==> config.mk <==
export PLATFORM = sky130hd
export DESIGN_NAME = cpu_reset_seq
export DESIGN_NICKNAME = d
export VERILOG_FILES = /design/src/rtl/rst_seq_pkg.sv /design/src/rtl/rst_sync.sv /design/src/rtl/stretch_timer.sv /design/src/rtl/strap_ctrl.sv /design/src/rtl/cpu_reset_seq.sv
export SDC_FILE = /design/constraint.sdc
export NUM_CORES = 1
export LEC_CHECK = 0
export BUFFER_PORTS_ARGS = -buffer_cell sky130_fd_sc_hd__buf_4
export CORE_ASPECT_RATIO = 0.9
export CORE_MARGIN = 1
export CORE_UTILIZATION = 35
export DETAILED_ROUTE_END_ITERATION = 16
export SLEW_MARGIN = 20
export SYNTH_ARGS = -nofsm -noshare
export SYNTH_HDL_FRONTEND = slang
export SYNTH_SLANG_ARGS = --single-unit
==> constraint.sdc <==
create_clock -name clk_i -period 3.2 [get_ports clk_i]
set_input_delay 0.64 -clock clk_i [delete_from_list [all_inputs] [get_ports clk_i]]
set_output_delay 0.64 -clock clk_i [all_outputs]
set_load 0.05 [all_outputs]
==> src/rtl/rst_seq_pkg.sv <==
package rst_seq_pkg;
  localparam int unsigned SYNC_STAGES = 2;
  localparam int unsigned MIN_HOLD    = 2;
  localparam int unsigned MAX_HOLD    = 20;
  localparam int unsigned MIN_STRETCH = 2;

  typedef enum logic [1:0] {
    PH_RESET   = 2'd0,
    PH_STRETCH = 2'd1,
    PH_HOLD    = 2'd2,
    PH_RUN     = 2'd3
  } phase_e;

  typedef enum logic {
    STRAP_DRIVE = 1'b0,
    STRAP_FREE  = 1'b1
  } strap_st_e;
endpackage

==> src/rtl/rst_sync.sv <==
module rst_sync #(
  parameter int unsigned STAGES = 2
) (
  input  logic clk_i,
  input  logic rst_ni,
  output logic sync_no
);
  logic [STAGES-1:0] chain_q;

  generate
    for (genvar i = 0; i < STAGES; i++) begin : g_stage
      if (i == 0) begin : g_first
        always_ff @(posedge clk_i or negedge rst_ni)
          if (!rst_ni) chain_q[0] <= 1'b0;
          else         chain_q[0] <= 1'b1;
      end else begin : g_next
        always_ff @(posedge clk_i or negedge rst_ni)
          if (!rst_ni) chain_q[i] <= 1'b0;
          else         chain_q[i] <= chain_q[i-1];
      end
    end
  endgenerate

  assign sync_no = chain_q[STAGES-1];


  sync_low_in_rst_chk: assert property (@(posedge clk_i) !rst_ni |-> !sync_no);
endmodule

==> src/rtl/stretch_timer.sv <==
module stretch_timer #(
  parameter int unsigned STRETCH_CYCLES = 100000
) (
  input  logic clk_i,
  input  logic rst_ni,
  input  logic sync_ni,
  output logic release_o
);
  localparam int unsigned CW = $clog2(STRETCH_CYCLES + 1);
  localparam logic [CW-1:0] LAST = CW'(STRETCH_CYCLES - 1);

  logic [CW-1:0] cnt_q;
  logic          rel_q;

  always_ff @(posedge clk_i or negedge rst_ni) begin
    if (!rst_ni) begin
      cnt_q <= '0;
      rel_q <= 1'b0;
    end else if (sync_ni && !rel_q) begin
      cnt_q <= cnt_q + 1'b1;
      if (cnt_q == LAST) rel_q <= 1'b1;
    end
  end

  assign release_o = rel_q;


  rel_needs_sync_chk: assert property (@(posedge clk_i) disable iff (!rst_ni)
    $rose(rel_q) |-> $past(sync_ni));

  rel_sticky_chk: assert property (@(posedge clk_i) disable iff (!rst_ni)
    rel_q |=> rel_q);
endmodule

==> src/rtl/strap_ctrl.sv <==
module strap_ctrl
  import rst_seq_pkg::*;
#(
  parameter int unsigned STRAP_HOLD = 4
) (
  input  logic clk_i,
  input  logic rst_ni,
  input  logic cpu_rel_i,
  output logic strap_no
);
  localparam int unsigned HW = $clog2(STRAP_HOLD + 1);
  localparam logic [HW-1:0] LAST = HW'(STRAP_HOLD - 1);

  strap_st_e     st_q;
  logic [HW-1:0] hold_q;

  always_ff @(posedge clk_i or negedge rst_ni) begin
    if (!rst_ni) begin
      st_q   <= STRAP_DRIVE;
      hold_q <= '0;
    end else if (st_q == STRAP_DRIVE && cpu_rel_i) begin
      hold_q <= hold_q + 1'b1;
      if (hold_q == LAST) st_q <= STRAP_FREE;
    end
  end

  assign strap_no = (st_q == STRAP_FREE);


  strap_low_in_rst_chk: assert property (@(posedge clk_i) disable iff (!rst_ni)
    !cpu_rel_i |-> !strap_no);

  strap_sticky_chk: assert property (@(posedge clk_i) disable iff (!rst_ni)
    strap_no |=> strap_no);
endmodule

==> src/rtl/cpu_reset_seq.sv <==
module cpu_reset_seq
  import rst_seq_pkg::*;
#(
  parameter int unsigned STRETCH_CYCLES = 100000,
  parameter int unsigned STRAP_HOLD     = 4
) (
  input  logic clk_i,
  input  logic rst_ni,
  output logic cpu_rst_no,
  output logic strap_no
);

  generate
    if (STRAP_HOLD < MIN_HOLD || STRAP_HOLD > MAX_HOLD) begin : g_bad_hold
      $error("STRAP_HOLD must lie in 2..20");
    end

    if (STRETCH_CYCLES < MIN_STRETCH) begin : g_bad_stretch
      $error("STRETCH_CYCLES must be at least 2");
    end
  endgenerate

  logic sync_n;
  logic rel;
  logic strap_n;

  rst_sync #(.STAGES(SYNC_STAGES)) u_sync (
    .clk_i  (clk_i),
    .rst_ni (rst_ni),
    .sync_no(sync_n)
  );

  stretch_timer #(.STRETCH_CYCLES(STRETCH_CYCLES)) u_stretch (
    .clk_i    (clk_i),
    .rst_ni   (rst_ni),
    .sync_ni  (sync_n),
    .release_o(rel)
  );

  strap_ctrl #(.STRAP_HOLD(STRAP_HOLD)) u_strap (
    .clk_i    (clk_i),
    .rst_ni   (rst_ni),
    .cpu_rel_i(rel),
    .strap_no (strap_n)
  );

  assign cpu_rst_no = rel;
  assign strap_no   = strap_n;

  phase_e phase;
  always_comb begin
    if (!sync_n)       phase = PH_RESET;
    else if (!rel)     phase = PH_STRETCH;
    else if (!strap_n) phase = PH_HOLD;
    else               phase = PH_RUN;
  end

  // Observation counters for timing checks, saturating.
  localparam int unsigned OBS_MAX = STRETCH_CYCLES + STRAP_HOLD + 4;
  int unsigned sync_cnt_q, hold_cnt_q;
  always_ff @(posedge clk_i or negedge rst_ni) begin
    if (!rst_ni) begin
      sync_cnt_q <= 0;
      hold_cnt_q <= 0;
    end else begin
      if (sync_n && sync_cnt_q < OBS_MAX) sync_cnt_q <= sync_cnt_q + 1;
      if (rel && hold_cnt_q < OBS_MAX)    hold_cnt_q <= hold_cnt_q + 1;
    end
  end


  stretch_len_chk: assert property (@(posedge clk_i) disable iff (!rst_ni)
    $rose(cpu_rst_no) |-> sync_cnt_q == STRETCH_CYCLES);

  no_early_rel_chk: assert property (@(posedge clk_i) disable iff (!rst_ni)
    cpu_rst_no |-> sync_cnt_q >= STRETCH_CYCLES);

  hold_len_chk: assert property (@(posedge clk_i) disable iff (!rst_ni)
    $rose(strap_no) |-> hold_cnt_q == STRAP_HOLD);

  hold_min_chk: assert property (@(posedge clk_i) disable iff (!rst_ni)
    (phase == PH_HOLD) |-> hold_cnt_q < STRAP_HOLD);

  strap_async_chk: assert property (@(posedge clk_i) !rst_ni |-> (!strap_no && !cpu_rst_no));
endmodule

==> run metrics <==
reg-to-reg setup timing slack 1.76 ns; length of the first detailed-routing pass in iterations 4; crit share post-route 52.0%; Inst Count DP 132; CTS tree done; Avg Vias per Cell 4.70; FF-to-FF End u_stretch.cnt_q[8]$_DFFE_PN0P_; number of remaining DRC errors 0; synthesis-to-layout area growth 11.7%; synthesized area divided by synthesized cell count 12.0 sq um; Post-Synthesis Cell Area 1070 sq um; endpoints failing hold 0; Yosys warnings 0; area leader, netlist sky130_fd_sc_hd__dfrtp_1; synth unique cells 28; Post-synth ARST share 100%; weighted congestion reported at the end of routability-driven placement 0.836; type of the tightest min-delay check in2async; WP data arrival 1.03 ns; share of the synthesized area in the top cell type 56.0%; Bufs and invs on worst path 1; area of the die 3290 sq um; Clk network pwr share 31.8%; TritonCTS Buffers 3; critical path cell sequence buf_4; final standard cell count with taps included and fillers excluded 136; internal power summed over all cells 0.000510 W; number of flops mapped to enable cells by yosys 0; combinational power share 12.2%; clock latency on the worst-skew pair 0.32 ns; Max Slew Vio Count 0; final core utilization 42.2%; Port Buffer Count 3; kind of start point of the critical path flop; global-route wire length before repair 2.90 mm; row cnt 18; worst-path cell with the longest stage delay sky130_fd_sc_hd__dfrtp_1; critical path start-end classification reg2out; number of nets in the synthesized netlist 94; largest net degree at the start of global routing 25; fillers 288; final antenna diode count 0; I/O Pins 4; DIE WIDTH 60.3 um; switching share of power 26.5%; Max Root-Sink Buffers 2; power per standard cell area 579 nW/um^2; global-route track usage on met1 16.2%; Synth Flop Type sky130_fd_sc_hd__dfrtp_1; leakage power of the design 0.542 nW; net switching power figure 0.000184 W; Req. time, crit path 2.56 ns; antenna violations before repair 0; grt total ovfl 0; maximum net fanout on the critical path 7; global-route track usage on met2 19.8%; worst clock skew on the final layout 0.00543 ns; kind of end point of the critical path output port; antenna-violating nets left 0; Post-CTS Hold Fix Bufs 0; number of levels in the clock H-tree 1; number of global-route vias before repair 636; number of setup violations in the final report 0; number of max-capacitance violations reported 0; unrepaired setup endpoints after global routing no; cell count after synthesis 89; outcome finished clean; synth top area cells sky130_fd_sc_hd__dfrtp_1, sky130_fd_sc_hd__xnor2_1, sky130_fd_sc_hd__nand2_1, sky130_fd_sc_hd__ha_1, sky130_fd_sc_hd__nand3_1; aggregate negative setup slack 0 ns; Clk Tree Root Cell sky130_fd_sc_hd__clkbuf_4; maximum resistive drop on vdd 286 uV; count of instances resized after the clock tree is built 0; min Tclk post-route 1.67 ns; clock slew at the register clock pins of the worst setup and hold paths 0.13 ns; met3 Resource Use GR 3.55%; vertical extent of the die 54.5 um; total stage count of the critical path 1; clock sink count 24; Overall Global Routing Usage 12.3%; Largest delay share family, worst path flip-flops; final wirelength 1.65 mm; Worst path max stage delay 0.47 ns; cell with the most instances after synthesis sky130_fd_sc_hd__dfrtp_1; flop and latch count out of synthesis 24; average wire length per cell after detail routing 12.1 um; Core ar. 2840 sq um; initial core utilization 37.8%; via count 639; sequential fraction of design power 56.0%; number of cells on the worst reg-to-reg path 5; starting DRC count in detailed routing 9; layout net count 102; top cells by count, synth sky130_fd_sc_hd__dfrtp_1, sky130_fd_sc_hd__xnor2_1, sky130_fd_sc_hd__nand2_1; fraction of final layout cells sized beyond drive strength 1 15.6%; Worst R2R Start u_stretch.cnt_q[0]$_DFFE_PN0P_; Post CTS Setup Buffer Count 0; busiest metal layer after global routing met2; Max Freq 600 MHz; Final HPWL DP 1.17 mm; portion of the post-synthesis area used by sequential elements 56.0%
## worst max path at each step
stage | startpoint | end
finish | u_stretch.release_o$_DFFE_PN0P_ | cpu_rst_no
global route | u_stretch.release_o$_DFFE_PN0P_ | cpu_rst_no
CTS | u_stretch.release_o$_DFFE_PN0P_ | cpu_rst_no
detailed placement | u_stretch.cnt_q[0]$_DFFE_PN0P_ | u_stretch.cnt_q[12]$_DFFE_PN0P_
global placement | u_stretch.cnt_q[0]$_DFFE_PN0P_ | u_stretch.cnt_q[10]$_DFFE_PN0P_
floorplan | u_stretch.release_o$_DFFE_PN0P_ | u_stretch.cnt_q[13]$_DFFE_PN0P_
## cell type report
type,instances,area (sq um),share of cell area [%]
Clock inverter,1,30.0,2.51
Multi-Input combinational cell,64,468,39.1
Tap cell,40,50.0,4.18
Timing Repair Buffer,3,22.5,1.88
Inverter,1,3.75,0.313
Sequential cell,24,601,50.2
Clock buffer,3,22.5,1.88
## metal layers
| layer | vias up | wire length [um] |
|---|---|---|
| met5 | - | 0 |
| met4 | 0 | 16 |
| met3 | 2 | 76 |
| met2 | 9 | 725 |
| met1 | 314 | 831 |
| li1 | 314 | - |
## worst reg2reg max path, stage by stage (launching register included)
cell                      delay (ns)
sky130_fd_sc_hd__dfrtp_1        0.43
sky130_fd_sc_hd__ha_1           0.18
sky130_fd_sc_hd__nand3_1        0.18
sky130_fd_sc_hd__nor3_4         0.28
sky130_fd_sc_hd__nand3_1        0.14
sky130_fd_sc_hd__xnor2_1        0.14
## through the flow
step           worst slack (ns)  instance area (sq um)  hold WS [ns]  power (W)
3_3_place_gp               1.76                   1140         0.333   0.000478
3_5_place_dp               1.78                   1140         0.350   0.000480
4_1_cts                    1.50                   1200         0.189   0.000702
2_1_floorplan              1.72                   1070         0.331   0.000452
6_report                   1.53                   1200         0.188   0.000694
5_1_grt                    1.43                   1200         0.192   0.000730
## layout by cell type (no fill, tap or decap), drive strengths merged
cell type	count
dfrtp	24
xnor2	15
nand2	13
nand3	7
nor2	3
ha	3
clkbuf	3
buf	3
and3	3
nand4	3
nor3	3
xor2	2
nand2b	2
nand4b	1
nor2b	1
nor3b	1
nor4b	1
nor4bb	1
a41o	1
o21ai	1
a21o	1
mux2	1
inv	1
bufinv	1
conb	1
## power by group through the flow
stage	sequential [W]	combinational [W]	clock, W
final	0.000388	0.0000846	0.000221
after floorplan	0.000384	0.0000685	0
after CTS	0.000388	0.0000860	0.000228
after global routing	0.000395	0.0000984	0.000238
after global placement	0.000396	0.0000827	0
after detailed placement	0.000394	0.0000862	0
## state kept, by name, summed over array words and instances (netlist names)
name and flops:
u_strap.strap_no 1, u_stretch.release_o 1, u_sync.sync_no 1, u_stretch.cnt_q 17, u_strap.hold_q 3, u_sync.chain_q 1
## cell families (layout without fill, tap and decap cells)
logic type               after synthesis  in the layout  share of synthesized area [%]
multiplexers                           1              1                           1.05
buffers and inverters                  1              8                          0.350
flip-flops                            24             24                           56.0
XOR/XNOR                              17             17                           13.9
AND/OR/NAND/NOR                       39             39                           22.8
other                                  1              1                          0.350
adder cells (fa/ha/maj)                3              3                           3.50
AO/OA/AOI/OAI                          3              3                           2.10
Power figures use the tool's default switching activity.
